## src/rtl/cylseq_pkg.sv

```systemverilog
package cylseq_pkg;

    typedef enum logic [2:0] {
        SEQ_IDLE     = 3'd0,
        SEQ_EXTEND   = 3'd1,
        SEQ_DWELL    = 3'd2,
        SEQ_RETRACT  = 3'd3,
        SEQ_FINISHED = 3'd4
    } seq_state_e;

    localparam int TIMER_COUNT = 2;
    localparam int TMR_END     = 0;
    localparam int TMR_HOME    = 1;

    typedef struct packed {
        logic valve;
        logic busy;
        logic done;
    } seq_out_t;

    function automatic seq_out_t decode_out(seq_state_e s);
        seq_out_t o;
        o.valve = (s == SEQ_EXTEND) || (s == SEQ_DWELL);
        o.busy  = (s == SEQ_EXTEND) || (s == SEQ_DWELL) || (s == SEQ_RETRACT);
        o.done  = (s == SEQ_FINISHED);
        return o;
    endfunction

    function automatic logic accepts_start(seq_state_e s);
        return (s == SEQ_IDLE) || (s == SEQ_FINISHED);
    endfunction

endpackage

```

## src/rtl/cylseq_sync_edge.sv

```systemverilog
module cylseq_sync_edge #(
    parameter int STAGES = 2
) (
    input  logic clk,
    input  logic rst,
    input  logic din,
    output logic rise
);
    logic [STAGES-1:0] pipe;
    logic              prev;
    logic              level;

    always_ff @(posedge clk) begin
        if (rst) begin
            pipe <= '0;
            prev <= 1'b0;
        end else begin
            pipe[0] <= din;
            for (int i = 1; i < STAGES; i++) begin
                pipe[i] <= pipe[i-1];
            end
            prev <= level;
        end
    end

    assign level = pipe[STAGES-1];
    assign rise  = level & ~prev;

    // a detected edge is a single-cycle event
    p_single_rise_r11: assert property (@(posedge clk) disable iff (rst)
        rise |=> !rise);
endmodule

```

## src/rtl/cylseq_dwell_timer.sv

```systemverilog
module cylseq_dwell_timer #(
    parameter int W = 8
) (
    input  logic         clk,
    input  logic         rst,
    input  logic         en,
    input  logic         tick,
    input  logic [W-1:0] preset,
    output logic         expired
);
    logic [W-1:0] cnt;

    always_ff @(posedge clk) begin
        if (rst || !en) begin
            cnt <= '0;
        end else if (tick && (cnt < preset)) begin
            cnt <= cnt + 1'b1;
        end
    end

    assign expired = en && (cnt >= preset);

    // leaving the dwell state clears the elapsed count
    p_clear_off_r5: assert property (@(posedge clk) disable iff (rst)
        !en |=> (cnt == '0));
    // without a tick the elapsed count holds
    p_hold_no_tick_r5: assert property (@(posedge clk) disable iff (rst)
        (en && !tick) |=> (cnt == $past(cnt)));
endmodule

```

## src/rtl/cylseq_cycle_counter.sv

```systemverilog
module cylseq_cycle_counter #(
    parameter int W = 8
) (
    input  logic         clk,
    input  logic         rst,
    input  logic         clr,
    input  logic         inc,
    input  logic [W-1:0] preset,
    output logic         reached
);
    logic [W-1:0] cnt;

    always_ff @(posedge clk) begin
        if (rst || clr) begin
            cnt <= '0;
        end else if (inc) begin
            cnt <= cnt + 1'b1;
        end
    end

    assign reached = (cnt == preset);

    // one step per completed end-of-stroke dwell
    p_step_r6: assert property (@(posedge clk) disable iff (rst)
        (inc && !clr) |=> (cnt == $past(cnt) + 1'b1));
    // no drift while idle
    p_still_r6: assert property (@(posedge clk) disable iff (rst)
        (!inc && !clr) |=> (cnt == $past(cnt)));
    // a new batch starts from zero
    p_clear_r1: assert property (@(posedge clk) disable iff (rst)
        clr |=> (cnt == '0));
endmodule

```

## src/rtl/cyl_cycle_sequencer.sv

```systemverilog
module cyl_cycle_sequencer
    import cylseq_pkg::*;
#(
    parameter int TIME_W      = 8,
    parameter int CYC_W       = 8,
    parameter int SYNC_STAGES = 2
) (
    input  logic              clk,
    input  logic              rst,
    input  logic              start_btn,
    input  logic              end_switch,
    input  logic              tick_100ms,
    input  logic [TIME_W-1:0] dwell_end_preset,
    input  logic [TIME_W-1:0] dwell_home_preset,
    input  logic [CYC_W-1:0]  cycle_preset,
    output logic              valve_on,
    output logic              busy,
    output logic              done
);
    seq_state_e state, state_n;
    seq_out_t   outs;
    logic       start_rise, end_rise;
    logic       cnt_clr, cnt_inc, cnt_reached;
    logic [TIMER_COUNT-1:0] tmr_en, tmr_exp;
    logic [TIME_W-1:0]      tmr_preset [TIMER_COUNT];

    cylseq_sync_edge #(.STAGES(SYNC_STAGES)) u_start_sync (
        .clk(clk), .rst(rst), .din(start_btn), .rise(start_rise)
    );
    cylseq_sync_edge #(.STAGES(SYNC_STAGES)) u_end_sync (
        .clk(clk), .rst(rst), .din(end_switch), .rise(end_rise)
    );

    assign tmr_preset[TMR_END]  = dwell_end_preset;
    assign tmr_preset[TMR_HOME] = dwell_home_preset;
    assign tmr_en[TMR_END]      = (state == SEQ_DWELL);
    assign tmr_en[TMR_HOME]     = (state == SEQ_RETRACT);

    for (genvar g = 0; g < TIMER_COUNT; g++) begin : g_tmr
        cylseq_dwell_timer #(.W(TIME_W)) u_tmr (
            .clk(clk), .rst(rst), .en(tmr_en[g]), .tick(tick_100ms),
            .preset(tmr_preset[g]), .expired(tmr_exp[g])
        );
    end

    cylseq_cycle_counter #(.W(CYC_W)) u_cycles (
        .clk(clk), .rst(rst), .clr(cnt_clr), .inc(cnt_inc),
        .preset(cycle_preset), .reached(cnt_reached)
    );

    always_comb begin
        state_n = state;
        cnt_clr = 1'b0;
        cnt_inc = 1'b0;
        unique case (state)
            SEQ_IDLE, SEQ_FINISHED: begin
                if (start_rise) begin
                    cnt_clr = 1'b1;
                    state_n = (cycle_preset == '0) ? SEQ_FINISHED : SEQ_EXTEND;
                end
            end
            SEQ_EXTEND: begin
                if (end_rise) state_n = SEQ_DWELL;
            end
            SEQ_DWELL: begin
                if (tmr_exp[TMR_END]) begin
                    cnt_inc = 1'b1;
                    state_n = SEQ_RETRACT;
                end
            end
            SEQ_RETRACT: begin
                if (tmr_exp[TMR_HOME]) begin
                    state_n = cnt_reached ? SEQ_FINISHED : SEQ_EXTEND;
                end
            end
            default: state_n = SEQ_IDLE;
        endcase
    end

    always_ff @(posedge clk) begin
        if (rst) state <= SEQ_IDLE;
        else     state <= state_n;
    end

    assign outs     = decode_out(state);
    assign valve_on = outs.valve;
    assign busy     = outs.busy;
    assign done     = outs.done;

    // flags exclusive, valve only during a batch
    p_flags_excl_r10: assert property (@(posedge clk) disable iff (rst)
        !(busy && done));
    p_valve_in_batch_r10: assert property (@(posedge clk) disable iff (rst)
        valve_on |-> busy);
    // accepted start opens the valve when cycles are requested
    p_start_open_r2: assert property (@(posedge clk) disable iff (rst)
        (accepts_start(state) && start_rise && (cycle_preset != '0))
        |=> (valve_on && !done));
    p_start_zero_r2: assert property (@(posedge clk) disable iff (rst)
        (accepts_start(state) && start_rise && (cycle_preset == '0))
        |=> (done && !valve_on));
    // a start edge during extension does not disturb it
    p_start_ignored_r3: assert property (@(posedge clk) disable iff (rst)
        ((state == SEQ_EXTEND) && start_rise && !end_rise) |=> (state == SEQ_EXTEND));
    // valve kept open until the stroke end is detected
    p_wait_stroke_r4: assert property (@(posedge clk) disable iff (rst)
        ((state == SEQ_EXTEND) && !end_rise) |=> valve_on);
    // final count at return dwell end stops the batch
    p_stop_r8: assert property (@(posedge clk) disable iff (rst)
        ((state == SEQ_RETRACT) && tmr_exp[TMR_HOME] && cnt_reached) |=> (done && !valve_on));
    // done persists without a start edge
    p_done_hold_r9: assert property (@(posedge clk) disable iff (rst)
        (done && !start_rise) |=> done);
endmodule

```

## config.mk

```make
export PLATFORM = sky130hd
export DESIGN_NAME = cyl_cycle_sequencer
export DESIGN_NICKNAME = d
export VERILOG_FILES = /design/src/rtl/cylseq_pkg.sv /design/src/rtl/cylseq_sync_edge.sv /design/src/rtl/cylseq_dwell_timer.sv /design/src/rtl/cylseq_cycle_counter.sv /design/src/rtl/cyl_cycle_sequencer.sv
export SDC_FILE = /design/constraint.sdc
export NUM_CORES = 1
export LEC_CHECK = 0
export BUFFER_PORTS_ARGS = -buffer_cell sky130_fd_sc_hd__buf_2
export CAP_MARGIN = 0
export CORE_ASPECT_RATIO = 0.7
export CORE_MARGIN = 5
export CORE_UTILIZATION = 55
export CTS_BUF_LIST = sky130_fd_sc_hd__clkbuf_16
export CTS_CLUSTER_SIZE = 16
export DETAILED_ROUTE_END_ITERATION = 6
export PLACE_DENSITY = 0.78
export SLEW_MARGIN = 20
export SYNTH_ARGS = -nofsm -noshare
export SYNTH_HDL_FRONTEND = slang
export SYNTH_SLANG_ARGS = --single-unit
```

## constraint.sdc

```tcl
create_clock -name clk -period 2.6 [get_ports clk]
set_input_delay 0.39 -clock clk [delete_from_list [all_inputs] [get_ports clk]]
set_output_delay 0.39 -clock clk [all_outputs]
set_load 0.02 [all_outputs]
```

# ---- Word level (Yosys, flattened, before mapping)
# Cells that the tools add are included.
dict set report totals {
  ff_bits 33
  latchBits 0
  mem_bits_rw 0
  rom_bits 0
  wordCells 54
  memories 0
}
dict set report op_classes {
  add_sub_neg 3
  multipliers 0
  n_div 0
  order_cmp 4
  eq_ne 9
  n_shift 0
  n_mux 11
  bitwise 4
  n_reduce_logical 15
}
# op count
set ops {}
lappend ops {{8-bit by 1-bit adder with 8-bit output, second input constant} 3}
lappend ops {{3-bit 2-to-1 mux} 6}
lappend ops {{8-bit >= comparator} 2}
lappend ops {{8-bit less-than comparator} 2}
lappend ops {{3-bit case mux with 4 select lines} 1}
lappend ops {{8-bit equality test} 1}
lappend ops {{8-bit zero test} 1}
lappend ops {{2-bit inequality test, second input constant} 4}
lappend ops {{3-bit by 2-bit equality test with 1-bit output, second input constant} 2}
lappend ops {{1-bit logical OR} 5}
lappend ops {{1-bit logical AND} 4}
lappend ops {{1-bit 2-to-1 mux} 4}
lappend ops {{4-bit AND reduction} 1}
lappend ops {{3-bit by 1-bit equality test with 1-bit output, second input constant} 1}
lappend ops {{3-bit equality test, second input constant} 1}
lappend ops {{3-bit zero test} 1}
lappend ops {{1-bit AND} 2}
lappend ops {{1-bit zero test} 2}
lappend ops {{1-bit inverter} 2}
lappend ops {{2-bit OR reduction} 1}

# ---- Logic depth before layout (Yosys ltp)
dict set report logic_depth {
  ltp_word 5
  mapped_depth 8
  depth_no_buf 8
}

# ---- Hierarchy
# A second synthesis with hierarchy kept.
dict set report unflattened {
  cells_unflattened 250
  area_unflattened_um2 2127.0
}
# mod n_inst cells_each area_each_um2 seq_area_each_um2
set modules_own_cells {}
lappend modules_own_cells {cylseq_dwell_timer 2 75 608.1 160.2}
lappend modules_own_cells {cylseq_cycle_counter 1 50 432.9 160.2}
lappend modules_own_cells {cyl_cycle_sequencer 1 36 302.8 60.1}
lappend modules_own_cells {cylseq_sync_edge 2 7 87.6 60.1}

# ---- Worst setup path before layout
# No wires, ideal clock.
dict set report synth_timing {
  path_kind {in2reg}
  start {input dwell_home_preset[1]}
  end {register state[0]}
  setup_ps 119
  arrival_time_ps 1765
  setup_slack_ps 716
  stages 8
  n_path_buf 0
  path_cell_list {inv_1 > ha_1 > nor2b_1 > o211ai_1 > a21oi_2 > o31ai_4 > a21oi_1 > o221a_1}
}
dict set report synth_between {
  elab_chain_len 4
}
# item line
set synth_lines {}
lappend synth_lines {{start: declaration} cyl_cycle_sequencer.sv:14} ;# input logic [TIME_W-1:0] dwell_home_preset,
lappend synth_lines {{8-bit >= comparator} cylseq_dwell_timer.sv:21} ;# assign expired = en && (cnt >= preset);
lappend synth_lines {{1-bit logical AND} cylseq_dwell_timer.sv:21}
lappend synth_lines {{2-bit inequality test (no line)} n/a}
lappend synth_lines {{4-bit AND reduction (no line)} n/a}
lappend synth_lines {{end signal: assignment} cyl_cycle_sequencer.sv:82} ;# else state <= state_n;
lappend synth_lines {{end: declaration} cyl_cycle_sequencer.sv:20} ;# seq_state_e state, state_n;
# Every way passes these cells.
# A chain may end at the register's enable or synchronous reset.

# ---- Worst setup path in the final report
dict set report layout_timing {
  start {register g_tmr[1].u_tmr.cnt[1]}
  end {register state[2]}
}
dict set report layout_between {
  elab_chain_len 4
}
# item line
set layout_lines {}
lappend layout_lines {{start: declaration} cylseq_dwell_timer.sv:11} ;# logic [W-1:0] cnt;
lappend layout_lines {{start signal: assignment} cylseq_dwell_timer.sv:17} ;# cnt <= cnt + 1'b1;
lappend layout_lines {{8-bit >= comparator} cylseq_dwell_timer.sv:21}
lappend layout_lines {{1-bit logical AND} cylseq_dwell_timer.sv:21}
lappend layout_lines {{2-bit inequality test (no line)} n/a}
lappend layout_lines {{4-bit AND reduction (no line)} n/a}
# Every way passes these cells.

==> results.sh <==
export IMPL_outcome="complete, no violations"
export IMPL_drv_cap=0
export IMPL_hold_violations=0
export IMPL_synth_edf_count=0
export IMPL_crit_type="flip-flop to flip-flop"
export IMPL_antenna_found_initial=0
export IMPL_syn_cell_area_um2=2060
export IMPL_io_pins=32
export IMPL_rsz0062_at_grt="no"
export IMPL_relSlewSlack_pct=43.3
export IMPL_drt_iter0_drc=68
export IMPL_grt_use_total_pct=18.2
export IMPL_ctsHoldBuffers=0
export IMPL_die_h_um=61.2
export IMPL_wl_um=4150
export IMPL_ys_ff_latch=33
export IMPL_swShare_pct=22.5
export IMPL_clock_path_buffers=2
export IMPL_overflow=0
export IMPL_finalCritPeriodShare_pct=77.8
export IMPL_yosysTopAreaCell="dfxtp_1"
export IMPL_ys_seq_area_share_pct=32.1
export IMPL_cts_resized=0
export IMPL_num_vias=1703
export IMPL_critPathMaxFanout=9
export IMPL_path_clk_slew_ns=0.05
export IMPL_syn_area_per_cell_um2=9.06
export IMPL_irDropWorstVdd_mv=0.464
export IMPL_wl_per_cell_um=13.2
export IMPL_synth_cells_most_frequent="dfxtp_1 (33), nor2_1 (28), ha_1 (19)"
export IMPL_finalNonFillerCells=315
export IMPL_cp_end_kind="flip-flop"
export IMPL_drtPass1Iterations=4
export IMPL_cp_required_ns=2.82
export IMPL_p_clk_share_pct=50.0
export IMPL_syn_num_nets=275
export IMPL_grt_pass1_wl_um=7290
export IMPL_comb_power_share_pct=9.7
export IMPL_detailed_place_hpwl_um=3160
export IMPL_final_setup_skew_ns=0.00295
export IMPL_leakagePower_nw=0.998
export IMPL_seq_power_share_pct=40.2
export IMPL_nets=312
export IMPL_grt_pass1_vias=1648
export IMPL_cp_start_kind="flip-flop"
export IMPL_synthCells=227
export IMPL_tns_ns=0
export IMPL_p_int_mw=1.01
export IMPL_power_density_nw_per_um2=538
export IMPL_synth_ff_type="dfxtp_1"
export IMPL_slew_violations=0
export IMPL_timing_hold_ws_ns=0.320
export IMPL_tightest_slew_ns=0.842
export IMPL_core_area_um2=3560
export IMPL_htree_levels=2
export IMPL_rows=18
export IMPL_viasPerCell=5.41
export IMPL_fin_util_pct=68.2
export IMPL_place_congestion=0.838
export IMPL_hp_class="input port to flip-flop"
export IMPL_drc=0
export IMPL_ant_nets=0
export IMPL_drive_above_1_share_pct=20.0
export IMPL_clockRootBuffer="clkbuf_16"
export IMPL_initial_core_util_pct=57.8
export IMPL_yosysMostFrequentCell="dfxtp_1"
export IMPL_die_w_um=83.1
export IMPL_die_area_um2=5080
export IMPL_finalPower_mw=1.31
export IMPL_clkLatencyLatePin_ns=0.28
export IMPL_yosysTopAreaCellShare_pct=32.1
export IMPL_power_switching_uw=295
export IMPL_ys_warn_count=0
export IMPL_tritoncts="done"
export IMPL_cts_setup_buffers=0
export IMPL_io_buffer_count=31
export IMPL_dp_cells=307
export IMPL_area_delta_synth_final_pct=18.1
export IMPL_setup_viol=0
export IMPL_min_period_ns=2.02
export IMPL_n_antenna_cell=0
export IMPL_synthTopCellsByArea="dfxtp_1 (32%), ha_1 (12%), xnor2_1 (6.4%), xor2_1 (6.0%), nor2_1 (5.1%)"
export IMPL_cts_sinks=33
export IMPL_grt_max_degree=11
export IMPL_synth_distinct_cells=44
export IMPL_cts_buffers=5
export IMPL_worst_ep_arrival_time_ns=2.25
export IMPL_fmax_ghz=0.494
export IMPL_synthArstFlopShare_pct=0
[cells in the final DEF, fill, tap and decap left out, types with 9 or more instances in the layout]
cell type and n:
nor2_1 28, nor2b_1 9, xor2_1 14, ha_1 19
nand2_1 12, buf_2 31, a21oi_1 10, xnor2_1 15
inv_1 19, dfxtp_1 33
[per-layer routing]
metal / vias to the layer above / wire [um] / track usage, %
met3: 2 / 238 / 7.49
met5: - / 0 / 0
met4: 0 / 17 / 6.06
li1: 885 / - / -
met2: 43 / 1820 / 28.4
met1: 773 / 2080 / 23.4
[path summary, 6_finish.rpt]
| kind | start | end | slack [ns] | cells past startpoint |
|---|---|---|---|---|
| hold reg to reg | u_end_sync.pipe[0]$_SDFF_PP0_ | u_end_sync.pipe[1]$_SDFF_PP0_ | 0.44 | 1 |
| hold / removal | end_switch | u_end_sync.pipe[0]$_SDFF_PP0_ | 0.32 | 2 |
| setup reg to reg | g_tmr[1].u_tmr.cnt[1]$_SDFFE_PP0P_ | state[2]$_SDFFE_PP0P_ | 0.58 | 7 |
| setup / recovery | g_tmr[1].u_tmr.cnt[1]$_SDFFE_PP0P_ | state[2]$_SDFFE_PP0P_ | 0.58 | 7 |
[power groups by stage]
stage               sequential (mW)  clock (mW)  combinational, mW
finish                        0.526       0.654              0.127
global route                  0.527       0.693              0.144
CTS                           0.525       0.666              0.129
detailed placement            0.536           0              0.127
global placement              0.536           0              0.124
floorplan                     0.528           0             0.0901
[critical path, stage by stage, from the launching register on]
cell and delay (ns):
dfxtp_1 0.34, ha_1 0.30, nor2b_1 0.14, o211ai_1 0.10, a21oi_2 0.44, o31ai_4 0.17, a2111oi_2 0.35, a31o_1 0.14
[through the flow]
step	setup WS [ns]	instance area, um^2
after floorplan	0.716	2060
after global placement	0.516	2270
after detailed placement	0.495	2270
after CTS	0.612	2430
after global routing	0.473	2430
final	0.577	2430
[flip-flops by register name, summed over array words and instances (netlist names)]
name	flops
g_tmr.u_tmr.cnt	16
state	3
u_cycles.cnt	8
u_end_sync.pipe	2
u_end_sync.prev	1
u_start_sync.pipe	2
u_start_sync.prev	1
[final cells by class]
type	count	area [um^2]
Timing Repair Buffer	31	155
Sequential cell	33	661
Multi-Input combinational cell	174	1320
Inverter	19	71.3
Clock buffer	5	125
Fill cell	310	1130
Tap cell	50	62.6
Clock inverter	3	37.5
[cell families after synthesis]
group                    Yosys count  synth area share [%]
adder cells (fa/ha/maj)           19                  11.6
AND/OR/NAND/NOR                   86                  24.8
AO/OA/AOI/OAI                     39                  14.9
XOR/XNOR                          29                  12.4
flip-flops                        33                  32.1
multiplexers                       1                 0.487
buffers and inverters             20                  3.83
Power figures use the tool's default switching activity.
